**config.mk**
```make
export PLATFORM = sky130hd
export DESIGN_NAME = wiper_bank
export DESIGN_NICKNAME = d
export VERILOG_FILES = /design/src/rtl/wb_pkg.sv /design/src/rtl/wb_ctrl.sv /design/src/rtl/wb_data.sv /design/src/rtl/wiper_bank.sv
export SDC_FILE = /design/constraint.sdc
export NUM_CORES = 1
export LEC_CHECK = 0
export ABC_AREA = 1
export CAP_MARGIN = 20
export CORE_MARGIN = 8
export CORE_UTILIZATION = 45
export CTS_CLUSTER_DIAMETER = 150
export CTS_CLUSTER_SIZE = 8
export DETAILED_ROUTE_END_ITERATION = 7
export PLACE_DENSITY = 0.65
export REMOVE_ABC_BUFFERS = 1
export SYNTH_ARGS = -nofsm -noshare
export SYNTH_HDL_FRONTEND = slang
export SYNTH_SLANG_ARGS = --single-unit
```
**constraint.sdc**
```tcl
create_clock -name clk -period 6.7 [get_ports clk]
set_clock_uncertainty 0.15 [all_clocks]
set_input_delay 1.005 -clock clk [delete_from_list [all_inputs] [get_ports clk]]
set_output_delay 1.005 -clock clk [all_outputs]
set_load 0.01 [all_outputs]
```
**src/rtl/wb_pkg.sv**
```systemverilog
package wb_pkg;
  localparam int DATA_W   = 8;
  localparam int ADDR_W   = 8;
  localparam int CH_NUM   = 2;
  localparam int GP_NUM   = 13;
  localparam int GP_IDX_W = $clog2(GP_NUM);

  localparam logic [ADDR_W-1:0] GP_FIRST  = 8'h02;
  localparam logic [ADDR_W-1:0] GP_LAST   = 8'h0E;
  localparam logic [ADDR_W-1:0] CTRL_ADDR = 8'h10;

  localparam logic [DATA_W-1:0] WIPER_INIT = 8'h80;
  localparam logic [DATA_W-1:0] GP_INIT    = 8'h00;

  localparam int VOL_BIT  = 7;
  localparam int SHDN_BIT = 6;
  localparam int WIP_BIT  = 5;

  // Strobes from the control unit to the register datapath
  typedef struct packed {
    logic [CH_NUM-1:0]   nvWiperWr;
    logic [CH_NUM-1:0]   liveWiperWr;
    logic                gpWr;
    logic [GP_IDX_W-1:0] gpIdx;
    logic                ctrlWr;
    logic [DATA_W-1:0]   data;
  } wbStrobe_t;
endpackage

```
**src/rtl/wb_ctrl.sv**
```systemverilog
module wb_ctrl
  import wb_pkg::*;
#(
  parameter int NV_BUSY_CYCLES = 20
) (
  input  logic              clk,
  input  logic              porRstN,
  input  logic              softRstN,
  input  logic              wrEn,
  input  logic [ADDR_W-1:0] addr,
  input  logic [DATA_W-1:0] wrData,
  input  logic              volIn,
  output wbStrobe_t         strobe,
  output logic              wip
);
  localparam int CNT_W = $clog2(NV_BUSY_CYCLES + 1);

  logic [CNT_W-1:0]  busyCnt;
  logic              accept;
  logic              gpHit;
  logic              nvStart;
  logic [CH_NUM-1:0] chHit;

  assign accept = wrEn && softRstN && !wip;
  assign gpHit  = (addr >= GP_FIRST) && (addr <= GP_LAST);

  generate
    for (genvar ch = 0; ch < CH_NUM; ch++) begin : g_chDec
      assign chHit[ch] = (addr == ADDR_W'(ch));
    end
  endgenerate

  always_comb begin
    strobe       = '0;
    strobe.data  = wrData;
    strobe.gpIdx = GP_IDX_W'(addr - GP_FIRST);
    if (accept) begin
      strobe.liveWiperWr = chHit;
      strobe.nvWiperWr   = volIn ? '0 : chHit;
      strobe.gpWr        = gpHit;
      strobe.ctrlWr      = (addr == CTRL_ADDR);
    end
  end

  assign nvStart = (|strobe.nvWiperWr) || strobe.gpWr;

  always_ff @(posedge clk or negedge porRstN) begin
    if (!porRstN) begin
      busyCnt <= '0;
    end else if (!softRstN) begin
      busyCnt <= '0;
    end else if (nvStart) begin
      busyCnt <= CNT_W'(NV_BUSY_CYCLES);
    end else if (busyCnt != '0) begin
      busyCnt <= busyCnt - CNT_W'(1);
    end
  end

  assign wip = (busyCnt != '0);

  // a stored wiper write, once accepted, raises the busy flag
  p_nv_start_r6: assert property (@(posedge clk) disable iff (!porRstN)
    (wrEn && softRstN && !wip && !volIn && addr < ADDR_W'(CH_NUM)) |=> wip);

  // a general-purpose write raises the busy flag
  p_gp_start_r8: assert property (@(posedge clk) disable iff (!porRstN)
    (wrEn && softRstN && !wip && addr >= GP_FIRST && addr <= GP_LAST) |=> wip);

  // a live-only wiper write leaves the bank idle
  p_live_idle_r3: assert property (@(posedge clk) disable iff (!porRstN)
    (wrEn && softRstN && !wip && volIn && addr < ADDR_W'(CH_NUM)) |=> !wip);

  // soft reset clears a pending busy window
  p_soft_idle_r10: assert property (@(posedge clk) disable iff (!porRstN)
    !softRstN |=> !wip);
endmodule

```
**src/rtl/wb_data.sv**
```systemverilog
module wb_data
  import wb_pkg::*;
(
  input  logic                          clk,
  input  logic                          porRstN,
  input  logic                          softRstN,
  input  wbStrobe_t                     strobe,
  input  logic                          wip,
  input  logic [ADDR_W-1:0]             addr,
  output logic [CH_NUM-1:0][DATA_W-1:0] wiper,
  output logic                          shdnQ,
  output logic                          volQ,
  output logic [DATA_W-1:0]             rdData
);
  logic [CH_NUM-1:0][DATA_W-1:0] nvQ;
  logic [CH_NUM-1:0][DATA_W-1:0] liveQ;
  logic [GP_NUM-1:0][DATA_W-1:0] gpQ;

  generate
    for (genvar ch = 0; ch < CH_NUM; ch++) begin : g_chan
      logic [DATA_W-1:0] nvReg;
      logic [DATA_W-1:0] liveReg;

      always_ff @(posedge clk or negedge porRstN) begin
        if (!porRstN) begin
          nvReg <= WIPER_INIT;
        end else if (softRstN && strobe.nvWiperWr[ch]) begin
          nvReg <= strobe.data;
        end
      end

      always_ff @(posedge clk or negedge porRstN) begin
        if (!porRstN) begin
          liveReg <= WIPER_INIT;
        end else if (!softRstN) begin
          liveReg <= nvReg;
        end else if (strobe.liveWiperWr[ch]) begin
          liveReg <= strobe.data;
        end
      end

      assign nvQ[ch]   = nvReg;
      assign liveQ[ch] = liveReg;
      assign wiper[ch] = liveReg;
    end
  endgenerate

  always_ff @(posedge clk or negedge porRstN) begin
    if (!porRstN) begin
      for (int g = 0; g < GP_NUM; g++) gpQ[g] <= GP_INIT;
    end else if (softRstN && strobe.gpWr) begin
      for (int g = 0; g < GP_NUM; g++) begin
        if (strobe.gpIdx == GP_IDX_W'(g)) gpQ[g] <= strobe.data;
      end
    end
  end

  always_ff @(posedge clk or negedge porRstN) begin
    if (!porRstN) begin
      volQ  <= 1'b0;
      shdnQ <= 1'b1;
    end else if (!softRstN) begin
      volQ  <= 1'b0;
      shdnQ <= 1'b1;
    end else if (strobe.ctrlWr) begin
      volQ  <= strobe.data[VOL_BIT];
      shdnQ <= strobe.data[SHDN_BIT];
    end
  end

  always_comb begin
    rdData = '0;
    for (int ch = 0; ch < CH_NUM; ch++) begin
      if (addr == ADDR_W'(ch)) rdData = volQ ? liveQ[ch] : nvQ[ch];
    end
    for (int g = 0; g < GP_NUM; g++) begin
      if (addr == GP_FIRST + ADDR_W'(g)) rdData = gpQ[g];
    end
    if (addr == CTRL_ADDR) begin
      rdData[VOL_BIT]  = volQ;
      rdData[SHDN_BIT] = shdnQ;
      rdData[WIP_BIT]  = wip;
    end
  end

  // nothing programmable moves while a stored write is pending
  p_hold_busy_r7: assert property (@(posedge clk) disable iff (!porRstN)
    (wip && softRstN) |=> ($stable(liveQ) && $stable(nvQ) && $stable(volQ) && $stable(shdnQ) && $stable(gpQ)));

  // soft reset reloads the live wipers and the control defaults
  p_reload_r10: assert property (@(posedge clk) disable iff (!porRstN)
    !softRstN |=> (liveQ == nvQ && !volQ && shdnQ));

  // a general-purpose write leaves the wipers alone
  p_gp_isolated_r8: assert property (@(posedge clk) disable iff (!porRstN)
    strobe.gpWr |=> $stable(liveQ));
endmodule

```
**src/rtl/wiper_bank.sv**
```systemverilog
module wiper_bank
  import wb_pkg::*;
#(
  parameter int NV_BUSY_CYCLES = 20
) (
  input  logic              clk,
  input  logic              porRstN,
  input  logic              softRstN,
  input  logic              wrEn,
  input  logic [ADDR_W-1:0] addr,
  input  logic [DATA_W-1:0] wrData,
  output logic [DATA_W-1:0] rdData,
  output logic [DATA_W-1:0] wiperA,
  output logic [DATA_W-1:0] wiperB,
  output logic              shutdown,
  output logic              busy
);
  wbStrobe_t                     strobe;
  logic                          wip;
  logic                          volQ;
  logic                          shdnQ;
  logic [CH_NUM-1:0][DATA_W-1:0] wiper;

  wb_ctrl #(.NV_BUSY_CYCLES(NV_BUSY_CYCLES)) u_ctrl (
    .clk(clk), .porRstN(porRstN), .softRstN(softRstN), .wrEn(wrEn),
    .addr(addr), .wrData(wrData), .volIn(volQ), .strobe(strobe), .wip(wip)
  );

  wb_data u_data (
    .clk(clk), .porRstN(porRstN), .softRstN(softRstN), .strobe(strobe),
    .wip(wip), .addr(addr), .wiper(wiper), .shdnQ(shdnQ), .volQ(volQ),
    .rdData(rdData)
  );

  assign wiperA   = wiper[0];
  assign wiperB   = wiper[1];
  assign shutdown = !shdnQ;
  assign busy     = wip;

  // shutdown tracks the run bit as read at the control address
  p_shutdown_r5: assert property (@(posedge clk) disable iff (!porRstN)
    (addr == CTRL_ADDR) |-> (shutdown == !rdData[SHDN_BIT]));
endmodule

```
==> results.json <==
{
  "final_max_slew_viol_count": 0,
  "synth.avg_cell_area_sq_um": 7.78,
  "yosys_warnings": 0,
  "finalHoldViolations": 0,
  "fin_hold_ws_ps": 333,
  "syn_area_sq_um": 6940,
  "power_per_cell_area_nw_per_um2": 253,
  "syn_to_final_growth_pct": 16.4,
  "p_leak_nw": 3.64,
  "gp_congestion": 0.825,
  "grt_pass1_wl_mm": 30.6,
  "num-fill-cells": 1469,
  "cts_hold_buf": 0,
  "cts_max_level": 4,
  "insertion_delay_ps": 420,
  "drive_gt1_share_pct": 8.01,
  "antenna_found_initial": 0,
  "wl_per_cell_microns": 16.5,
  "avgViaCountPerCell": 5.32,
  "hp-class": "flip-flop to flip-flop",
  "rsz0062_at_grt": "false",
  "drcViolationCount": 0,
  "slew_headroom_pct": 37.5,
  "grt.total_usage_pct": 19.7,
  "final_core_util_pct": 53.3,
  "first_pass_iters": 5,
  "setup_viol": 0,
  "ant_nets": 0,
  "cts_sinks": 143,
  "crit_type": "primary input to output pin",
  "ys_seq_area_share_pct": 51.7,
  "cts_made_buffers": 17,
  "ys_ff_latch": 143,
  "io_buffers": 45,
  "dp_hpwl_mm": 12.4,
  "fmax_ghz": 0.192,
  "syn-instance-count": 892,
  "cts.path.max_buffers": 2,
  "worstSetupStartpointType": "primary input",
  "pre_cts_ws_ps": 1470,
  "grt_overflow_total": 0,
  "cts_tree": "yes",
  "max_slew.worst_pin.slew_ps": 934,
  "timing.final.ws_setup_ps": 1490,
  "io_pins": 46,
  "nets": 946,
  "die_h_microns": 140,
  "drv_cap": 0,
  "finalCritPeriodShare_pct": 77.8,
  "die_w_microns": 140,
  "cts_root_buf": "clkbuf_16",
  "layout_common_cells": "317 x nand2_1, 138 x dfrtp_1, 95 x o21ai_0, 73 x inv_1, 44 x clkdlybuf4s50_1",
  "grt_pass1_vias": 5549,
  "core_area_sq_um": 15100,
  "yosysUniqueCellTypes": 33,
  "post_cts_resized": 0,
  "required_ps": 5540,
  "die_area_sq_um": 19600,
  "drtIter0Drc": 597,
  "grt_max_degree": 86,
  "postLayoutCellArea_sq_um": 8080,
  "wl_mm": 18.6,
  "diodes": 0,
  "route.vias.total": 5984,
  "dpl_cell_area_sq_um": 7500,
  "mostFrequentLayoutCell": "nand2_1",
  "worstSetupEndpointType": "output pin",
  "fp-row-count": 45,
  "start_util_pct": 45.8,
  "clk_pin_slew_ps": 60,
  "status": "finished clean",
  "fin_crit_ps": 5210,
  "ir_worst_vdd_v": 0.000174,
  "post-cts-setup-buffers": 0,
  "finalSetupTns_ps": 0,
  "timing.critical_path.fanout_max": 9,
  "crit_arrival_ps": 4050
}
[cells in the mapped netlist]
cell type	n	area, sq um
nand2_1	317	1190
dfrtp_1	138	3450
o21ai_0	95	475
inv_1	73	274
o21ai_1	42	210
nor2_1	40	150
nand3_1	32	160
clkbuf_1	28	105
a21oi_1	26	130
nand4_1	14	87.6
or2_2	14	87.6
o221ai_1	12	105
nand3_2	8	80.1
inv_2	7	26.3
buf_2	6	30.0
dfstp_2	5	131
nor2_2	5	31.3
nor3_1	5	25.0
clkinv_1	3	11.3
ha_1	3	37.5
or2_1	3	18.8
a31oi_1	2	12.5
o211ai_1	2	15.0
o31ai_1	2	15.0
or2_0	2	12.5
a211oi_1	1	7.51
a22oi_1	1	7.51
and2_1	1	6.26
buf_4	1	7.51
nor3b_2	1	12.5
nor4_1	1	6.26
o22ai_1	1	6.26
xnor2_1	1	8.76
[worst paths after layout]
check	startpoint	to	slack [ps]	depth (start not counted)
min in group asynchronous	porRstN	u_data.gpQ[1]	490	1
worst max-delay path	addr[0]	rdData[0]	1490	17
worst min register to register	u_data.gpQ[40]	u_data.gpQ[40]	330	2
max in group asynchronous	porRstN	u_data.gpQ[23]	4640	2
worst max register to register	u_ctrl.busyCnt[0]	u_data.gpQ[97]	3290	8
worst min-delay path	u_data.gpQ[40]	u_data.gpQ[40]	330	2
[worst max-delay path, cell delays in order]
cell             delay [ps]
clkdlybuf4s50_1         540
nor2_2                  290
nand2_1                 160
nor2_1                  540
nand2_1                 100
nand2_1                 100
a21oi_1                  70
nand2_1                 120
nand2_1                  50
nand3_1                  60
nand2_1                  90
nand4_1                  90
nand2_1                 100
nand3_1                  90
nand2_1                  60
nand2_1                  50
clkdlybuf4s50_1         540
[metrics by stage]
stage	std cells	power, mW
floorplan	857	1.04
global route	1124	2.12
global placement	1092	1.12
finish	1124	2.05
detailed placement	1092	1.12
CTS	1124	2.06
[per-layer routing]
metal,routed length [microns],vias to the layer above,track usage (%)
li1,-,2955,-
met1,9240,2848,28.9
met2,8170,167,28.8
met3,951,14,3.98
met4,214,0,5.66
met5,0,-,0
[power breakdown]
group          total [mW]  switching [mW]  internal, mW
registers           0.920          0.0229         0.897
logic               0.188           0.119        0.0691
clock network       0.939           0.388         0.551
[flip-flops by register name, indices dropped and copies added, names as in the netlist]
register,flops
u_ctrl.busyCnt,5
u_data.volQ,1
u_data.g_chan.nvReg,16
u_data.shdnQ,1
u_data.g_chan.liveReg,16
u_data.gpQ,104
[cell type report]
cell class | instances | area, sq um | share of cell area (%)
clock buffers | 17 | 425 | 5.27
clock inverters | 15 | 156 | 1.94
inverters | 83 | 312 | 3.86
multi-input cells | 631 | 2900 | 35.9
flip-flops and latches | 143 | 3580 | 44.4
well taps | 188 | 235 | 2.91
repair buffers | 47 | 467 | 5.78
[cells by family (layout without fill, tap and decap cells)]
| kind of cell | after synthesis | in the layout | synth area share [%] |
|---|---|---|---|
| and+or+nand+nor | 443 | 443 | 26.9 |
| AOI/OAI and AO/OA | 184 | 184 | 14.2 |
| DFF | 143 | 143 | 51.7 |
| buffers and inverters | 118 | 162 | 6.55 |
| adders and majority gates | 3 | 3 | 0.541 |
| xor gates and xnor gates | 1 | 1 | 0.126 |
Note: power is estimated with default switching activity, not from simulation.
